[src/rtl/dicr_pkg.sv]
package dicr_pkg;
  localparam int REG_W     = 32;
  localparam int NUM_CH    = 7;
  localparam int SW_W      = 6;
  localparam int FORCE_BIT = 15;
  localparam int ENA_LO    = FORCE_BIT + 1;
  localparam int MEN_BIT   = ENA_LO + NUM_CH;
  localparam int FLG_LO    = MEN_BIT + 1;
  localparam int MFLAG_BIT = FLG_LO + NUM_CH;
  localparam int GAP_W     = FORCE_BIT - SW_W;

  typedef struct packed {
    logic              load;
    logic [NUM_CH-1:0] clrMask;
    logic [NUM_CH-1:0] setMask;
  } dicrStrobe_t;
endpackage

[src/rtl/dicr_ctrl.sv]
module dicr_ctrl
  import dicr_pkg::*;
(
  input  logic                     clk,
  input  logic                     rstN,
  input  logic                     wrEn,
  input  logic [REG_W-1:0]         wrData,
  input  logic [NUM_CH-1:0]        chanDone,
  input  logic [NUM_CH-1:0]        chanEna,
  input  logic                     condNext,
  input  logic                     masterFlag,
  output dicrStrobe_t              strobe,
  output logic                     irqReq
);
  // per-channel gating of done pulses and write-1 clears
  for (genvar n = 0; n < NUM_CH; n++) begin : g_ch
    always_comb begin
      strobe.setMask[n] = chanDone[n] & chanEna[n];
      strobe.clrMask[n] = wrEn & wrData[FLG_LO + n];
    end
  end

  always_comb strobe.load = wrEn;

  // rising-edge request: master flag about to go 0 -> 1
  always_ff @(posedge clk or negedge rstN) begin
    if (!rstN) irqReq <= 1'b0;
    else       irqReq <= condNext & ~masterFlag;
  end
endmodule

[src/rtl/dicr_datapath.sv]
module dicr_datapath
  import dicr_pkg::*;
(
  input  logic               clk,
  input  logic               rstN,
  input  logic [REG_W-1:0]   wrData,
  input  dicrStrobe_t        strobe,
  output logic [REG_W-1:0]   regOut,
  output logic [NUM_CH-1:0]  chanEna,
  output logic               condNext,
  output logic               masterFlag
);
  logic [SW_W-1:0]   swBits,  swBitsNext;
  logic              forceBit, forceNext;
  logic              masterEn, masterEnNext;
  logic [NUM_CH-1:0] enaNext;
  logic [NUM_CH-1:0] flags,   flagsNext;

  always_comb begin
    swBitsNext   = strobe.load ? wrData[SW_W-1:0]            : swBits;
    forceNext    = strobe.load ? wrData[FORCE_BIT]           : forceBit;
    enaNext      = strobe.load ? wrData[ENA_LO +: NUM_CH]    : chanEna;
    masterEnNext = strobe.load ? wrData[MEN_BIT]             : masterEn;
  end

  // one flag cell per channel; a set beats a clear
  for (genvar n = 0; n < NUM_CH; n++) begin : g_flag
    always_comb flagsNext[n] = strobe.setMask[n] | (flags[n] & ~strobe.clrMask[n]);
  end

  always_comb condNext = (masterEnNext & (|flagsNext)) | forceNext;

  always_ff @(posedge clk or negedge rstN) begin
    if (!rstN) begin
      swBits     <= '0;
      forceBit   <= 1'b0;
      chanEna    <= '0;
      masterEn   <= 1'b0;
      flags      <= '0;
      masterFlag <= 1'b0;
    end else begin
      swBits     <= swBitsNext;
      forceBit   <= forceNext;
      chanEna    <= enaNext;
      masterEn   <= masterEnNext;
      flags      <= flagsNext;
      masterFlag <= condNext;
    end
  end

  always_comb regOut = {masterFlag, flags, masterEn, chanEna, forceBit, {GAP_W{1'b0}}, swBits};
endmodule

[src/rtl/dma_irq_ctrl.sv]
module dma_irq_ctrl
  import dicr_pkg::*;
(
  input  logic              clk,
  input  logic              rstN,
  input  logic              wrEn,
  input  logic [31:0]       wrData,
  input  logic [6:0]        chanDone,
  output logic [31:0]       regOut,
  output logic              irqReq
);
  dicrStrobe_t       strobe;
  logic [NUM_CH-1:0] chanEna;
  logic              condNext;
  logic              masterFlag;

  dicr_ctrl u_ctrl (
    .clk(clk), .rstN(rstN), .wrEn(wrEn), .wrData(wrData), .chanDone(chanDone),
    .chanEna(chanEna), .condNext(condNext), .masterFlag(masterFlag),
    .strobe(strobe), .irqReq(irqReq)
  );

  dicr_datapath u_dp (
    .clk(clk), .rstN(rstN), .wrData(wrData), .strobe(strobe),
    .regOut(regOut), .chanEna(chanEna), .condNext(condNext), .masterFlag(masterFlag)
  );
endmodule

[config.mk]
export PLATFORM = sky130hd
export DESIGN_NAME = dma_irq_ctrl
export DESIGN_NICKNAME = d
export VERILOG_FILES = /design/src/rtl/dicr_pkg.sv /design/src/rtl/dicr_ctrl.sv /design/src/rtl/dicr_datapath.sv /design/src/rtl/dma_irq_ctrl.sv
export SDC_FILE = /design/constraint.sdc
export NUM_CORES = 1
export LEC_CHECK = 0
export ABC_AREA = 1
export CAP_MARGIN = 25
export CORE_MARGIN = 8
export CORE_UTILIZATION = 31
export DETAILED_ROUTE_END_ITERATION = 12
export PLACE_DENSITY = 0.84
export SLEW_MARGIN = 0
export SYNTH_ARGS = -nofsm -noshare
export SYNTH_HDL_FRONTEND = slang
export SYNTH_SLANG_ARGS = --single-unit
[constraint.sdc]
create_clock -name clk -period 1 [get_ports clk]
set_clock_uncertainty 0.1 [all_clocks]
set_input_delay 0.1 -clock clk [delete_from_list [all_inputs] [get_ports clk]]
set_output_delay 0.1 -clock clk [all_outputs]
set_load 0.01 [all_outputs]
==> results of run 1 <==
[metal layers]
layer  vias to the layer above  share of wire  track usage
met5                         -              0            0
met4                         0         0.0052       0.0266
met3                         2           0.14       0.0539
met2                        44           0.49        0.184
met1                       390           0.36       0.0975
li1                        407              -            -
[worst reg2reg max path, cell delays in order (launching register included)]
cell and delay, ns:
dfrtp_1 0.42, nand2_1 0.08, nand2_2 0.06, nor2_1 0.09
nand2_1 0.08, o21ai_2 0.16, a21oi_1 0.08
[cell usage in the layout, fill, tap and decap left out, drive strengths merged]
| cell | synthesis | layout |
|---|---|---|
| nor2 | 3 | 3 |
| dfrtp | 24 | 24 |
| clkdlybuf4s50 | 0 | 30 |
| nand2 | 31 | 31 |
| clkbuf | 0 | 4 |
| dlygate4sd2 | 0 | 1 |
| o21ai | 4 | 4 |
| inv | 5 | 5 |
| buf | 14 | 34 |
| conb | 1 | 9 |
| a21oi | 1 | 1 |
| mux2 | 13 | 13 |
[logic make-up (layout without fill, tap and decap cells)]
group | count (synthesis) | in the layout | share of synthesized area
buffers and inverters | 19 | 74 | 0.122
flip-flops | 24 | 24 | 0.572
multiplexers | 13 | 13 | 0.139
AND/OR/NAND/NOR | 34 | 34 | 0.136
AO/OA/AOI/OAI | 5 | 5 | 0.0274
other | 1 | 9 | 0.00357
[sequential cells by signal (all words and copies together) (netlist names)]
name,count
u_dp.flags,7
u_dp.masterFlag,1
u_dp.chanEna,7
u_dp.swBits,6
u_ctrl.irqReq,1
u_dp.forceBit,1
u_dp.masterEn,1
[stage by stage]
stage          setup TNS [ns]  instances  instance area, µm²  setup WS [ns]  hold WS, ns
3_5_place_dp            -9.94        197                1640         -0.570        0.366
3_3_place_gp            -9.53        197                1640         -0.555        0.361
2_1_floorplan          -0.183        104                1080         -0.100       -0.296
4_1_cts                 -2.10        201                1570         -0.184      0.00955
5_1_grt                 -3.21        205                1640         -0.240       0.0137
6_report                -1.84        205                1640         -0.177       0.0135
[timing repair]
item / CTS / global route
gates cloned: 0 / 0
buffers inserted: 0 / 4
pin swaps: 2 / 4
setup endpoints to repair: 33 / 27
resized for setup: 101 / 11
[report_power, final]
group          internal [mW]  total [mW]  switching [mW]
sequential              1.08        1.15          0.0662
clock                  0.222       0.508           0.286
combinational          0.348       0.615           0.267
total                   1.65        2.27           0.619
[final cells by class]
type / instances / area (µm²) / area share
Tap cell: 46 / 57.6 / 0.0351
Multi-Input combinational cell: 61 / 359 / 0.219
Clock buffer: 4 / 36.3 / 0.0221
Inverter: 5 / 18.8 / 0.0114
Timing Repair Buffer: 65 / 568 / 0.346
Sequential cell: 24 / 601 / 0.366
[worst max path at each step]
stage,startpoint,end,slack (ns),cells after the start
6_report,u_dp.chanEna[5],regOut[21],-0.18,2
5_1_grt,u_dp.chanEna[5],u_ctrl.irqReq,-0.24,6
4_1_cts,u_dp.chanEna[2],u_ctrl.irqReq,-0.18,6
3_5_place_dp,wrEn,u_ctrl.irqReq,-0.57,9
3_3_place_gp,wrEn,u_ctrl.irqReq,-0.56,9
2_1_floorplan,u_dp.chanEna[4],u_ctrl.irqReq,-0.10,6
==> summary.txt, run 1 <==
STA
  • Fmax: 0.849 GHz
  • Max-slew violation count: 0
  • Hold Vio Cnt, Final: 0
  • Final worst-path cycle share: 1.18
  • Final setup fails: 27
  • RSZ-0062 raised after global routing: true
  • Setup ws final: -0.177 ns
  • Tmin final: 1.18 ns

Logic synthesis
  • Top post-synthesis cells by area: dfrtp_1 (57%), mux2_2 (14%), buf_4 (9.3%), nand2_1 (8.9%), nand2_2 (3.6%)
  • Most frequent cell after synthesis: nand2_1
  • FF+latch count, synth: 24
  • Gate Count Post-Synth: 96
  • Commonest cells in the netlist: nand2_1 (25), dfrtp_1 (24), buf_4 (13), mux2_2 (13), nand2_2 (6)
  • Synth top area share: 0.572
  • Avg Cell Area, Syn: 10.9 µm²
  • Share of the yosys chip area belonging to registers: 0.572
  • Dominant synthesized flop cell: dfrtp_1
  • Distinct cell type count after synthesis: 12
  • Post-synth EDFFs: 0
  • Ys Warns: 0
  • Area leader, netlist: dfrtp_1
  • Ys async rst share: 1.00
  • Mapped cell area: 0.00105 mm²

Layout
  • Antenna cells: 0
  • Final #Nets: 202
  • Area Growth Syn to Fin: 56.3%
  • Layout cells sized above 1: 0.384
  • FILL cells: 333
  • Final core area utilization: 0.499

Place
  • IO Port Bufs: 55
  • DP HPWL: 2260 µm
  • GP Congestion: 0.676

Global route
  • Global route overflow: 0
  • First-pass GRT wire length: 4350 µm
  • Initial antenna violation count: 0
  • Total Routing Usage GR: 0.101
  • Vias in the first global route: 979
  • Largest net degree at the start of global routing: 25

Routing
  • Vias per std cell: 4.11
  • TritonRoute pass-1 iters: 4
  • Iter 0 DRT Violations: 14
  • Drt drc: 0
  • WL final: 2700 µm
  • DR WL/cell: 13.2 µm
  • Routed Antenna Nets: 0
  • Via Count: 843

Min path
  • Hold Crit Class: in -> async

Die
  • Core Box Area: 0.00328 mm²
  • Die height: 74.2 µm
  • Die Wd: 74.2 µm
  • I/O pin cnt: 75
  • Initial Utilization: 0.320
  • Row cnt: 21
  • Die area: 0.00550 mm²

Setup path
  • Bufs and invs on worst path: 2
  • CP arrival: 0.98 ns
  • Worst r2r path cells: 6
  • Crit path cell chain: buf_4 > buf_6
  • Crit Reg-Reg Endpoint: u_ctrl.irqReq
  • Worst EP required: 0.80 ns
  • Reg-to-reg setup timing slack: -0.15 ns
  • Delay-heaviest family, CP: flip-flops
  • Setup crit end kind: primary output
  • Slowest CP cell: dfrtp_1
  • WS Path Type: reg -> out
  • Crit-path max FO: 3
  • Critical path's largest stage delay: 0.42 ns
  • Worst r2r src: u_dp.chanEna[5]
  • CP Launch Type: flip-flop

Clocking
  • Clk slew on worst S/H paths: 0.13 ns
  • CTS buffer count: 3
  • Depth of the CTS H-tree: 1
  • Clk sink count: 24
  • Root Buffer: clkbuf_4
  • # hold bufs at CTS: 0
  • CTS tree: yes
  • Skew-Pair Late Insertion Delay: 0.31 ns
  • CTS Buffer Depth: 2

Pwr
  • Max VDD drop: 0.000595 V
  • Lkg Pwr: 0.785 nW
  • PwrDens: 1380 mW/mm²
  • Total power: 2.27 mW

Status
  • Failing checks: setup timing
  • Outcome: finished with violations

Flow run
  • Max Cap Viol: 0
Note: power is estimated with default switching activity, not from simulation.
==> run 2: changes to the inputs <==
==> constraint.sdc (replaced) <==
create_clock -name clk -period 1 [get_ports clk]
set_clock_uncertainty 0.1 [all_clocks]
set_input_delay 0.1 -clock clk [delete_from_list [all_inputs] [get_ports clk]]
set_output_delay 0.1 -clock clk [all_outputs]
set_load 0.02 [all_outputs]
==> run 2 against run 1 <==
Sequential share of layout area shrank 3.2 points. Die area is the same. Register-to-register slack lost 0.02 ns. Via count grew 2.8%. Non-clock buffer count grew 7. Fmax shrank 3.6%. The flow still finishes with violations (setup timing). Wire length grew 6.4%. Combinational power grew 43%. Clock-buffer cell count is the same. Critical endpoint unchanged.
==> summary.txt, run 2 (synthesized netlist as in run 1, its figures left out) <==
STA
  • Final setup fails: 27
  • Hold Vio Cnt, Final: 0
  • RSZ-0062 raised after global routing: true
  • Final worst-path cycle share: 1.22
  • Tmin final: 1.22 ns
  • Max-slew violation count: 0
  • Setup ws final: -0.222 ns
  • Fmax: 0.818 GHz

Clocking
  • CTS tree: yes
  • Clk sink count: 24
  • Root Buffer: clkbuf_4
  • CTS buffer count: 3
  • Depth of the CTS H-tree: 1
  • Skew-Pair Late Insertion Delay: 0.31 ns
  • CTS Buffer Depth: 2
  • Clk slew on worst S/H paths: 0.13 ns

Layout
  • Most frequent cells in the layout: clkdlybuf4s50_1 (30), buf_6 (29), nand2_1 (21)
  • FF/Latch Area: 609 µm²
  • FILL cells: 307
  • Regs by FF count: u_dp.chanEna (7), u_dp.flags (7), u_dp.swBits (6)
  • Final #Nets: 209
  • Multi-input logic area: 374 µm²
  • Most common cell after layout, fill and taps aside: clkdlybuf4s50_1
  • Layout cells sized above 1: 0.470
  • Final instance area: 0.00182 mm²
  • Area Growth Syn to Fin: 73.5%
  • Antenna cells: 0

Setup path
  • Worst r2r src: u_dp.chanEna[5]
  • Crit-path max FO: 3
  • CP arrival: 1.02 ns
  • Critical path's largest stage delay: 0.45 ns
  • WS Path Type: reg -> out
  • CP startpoint: u_dp.chanEna[5]
  • Delay-heaviest family, CP: flip-flops
  • Setup crit end kind: primary output
  • Worst EP required: 0.80 ns
  • Bufs and invs on worst path: 2
  • Slowest CP cell: dfrtp_2
  • Crit path cell chain: buf_4 > buf_6
  • Crit Reg-Reg Endpoint: u_dp.masterFlag
  • CP Launch Type: flip-flop
  • Levels on crit path: 2
  • Worst setup endpoint: regOut[21]
  • Worst r2r path cells: 6
  • Reg-to-reg setup timing slack: -0.17 ns

Pwr
  • Lkg Pwr: 0.850 nW
  • PwrDens: 1370 mW/mm²
  • Max VDD drop: 0.000724 V
  • Total power: 2.49 mW

Routing
  • WL final: 2870 µm
  • TritonRoute pass-1 iters: 4
  • DR WL/cell: 13.5 µm
  • Routed Antenna Nets: 0
  • Drt drc: 0
  • Via Count: 867
  • Vias per std cell: 4.09
  • Iter 0 DRT Violations: 14

Die
  • I/O pin cnt: 75
  • Row cnt: 21
  • Die height: 74.2 µm
  • Die area: 0.00550 mm²
  • Die Wd: 74.2 µm
  • Initial Utilization: 0.320
  • Core Box Area: 0.00328 mm²

Status
  • Outcome: finished with violations
  • Failing checks: setup timing

Place
  • GP Congestion: 0.688
  • DP HPWL: 2250 µm
  • DP Area: 0.00165 mm²
  • IO Port Bufs: 55

Global route
  • Total Routing Usage GR: 0.102
  • Global route overflow: 0
  • Largest net degree at the start of global routing: 25
  • First-pass GRT wire length: 4310 µm
  • Vias in the first global route: 957
  • Initial antenna violation count: 0

Flow run
  • Max Cap Viol: 0

Min path
  • Hold Crit Class: in -> async
## run 2: cell types whose count changed in the layout (fill, tap and decap cells not counted), sizes merged
cell,delta
buf,+7
## run 2: what timing repair did
action | 4_1_cts | 5_1_grt
hold buffers | 0 | 0
endpoints found under the setup margin | 34 | 28
resized for setup | 141 | 18
buffers inserted | 3 | 8
pin swaps | 1 | 6
## run 2: how the worst min path moves through the flow
stage / slack [ns] / to / depth (start not counted)
CTS: 0.006 / u_dp.chanEna[5] / 2
floorplan: -0.30 / u_ctrl.irqReq / 0
global route: 0.01 / u_dp.chanEna[5] / 2
global placement: 0.36 / u_dp.swBits[3] / 2
detailed placement: 0.37 / u_dp.swBits[1] / 2
finish: 0.01 / u_dp.chanEna[5] / 2
## run 2: per-stage QoR
step | instances | hold WS, ns | TNS (ns) | util | setup WS, ns
CTS | 204 | 0.00566 | -2.50 | 0.522 | -0.195
finish | 212 | 0.0126 | -2.75 | 0.555 | -0.222
global placement | 197 | 0.364 | -11.20 | 0.501 | -0.550
detailed placement | 197 | 0.367 | -11.65 | 0.501 | -0.572
floorplan | 104 | -0.296 | -0.258 | - | -0.137
global route | 212 | 0.0117 | -3.96 | 0.555 | -0.262
## run 2: report_power, final
part / internal, mW / switching (mW) / total (mW)
Combinational: 0.489 / 0.389 / 0.877
Sequential: 1.09 / 0.0836 / 1.17
Clock: 0.156 / 0.286 / 0.442
Total: 1.73 / 0.759 / 2.49
## run 2: cell type report
cell class / instances / area share
Clock buffer: 4 / 0.0144
Inverter: 5 / 0.0103
Multi-Input combinational cell: 61 / 0.205
Sequential cell: 24 / 0.334
Tap cell: 46 / 0.0316
Timing Repair Buffer: 72 / 0.404
## run 2: metal layers
layer | track usage | wire, µm
met5 | 0 | 0
met4 | 0.0333 | 19
met3 | 0.0499 | 364
met2 | 0.181 | 1470
met1 | 0.100 | 1020
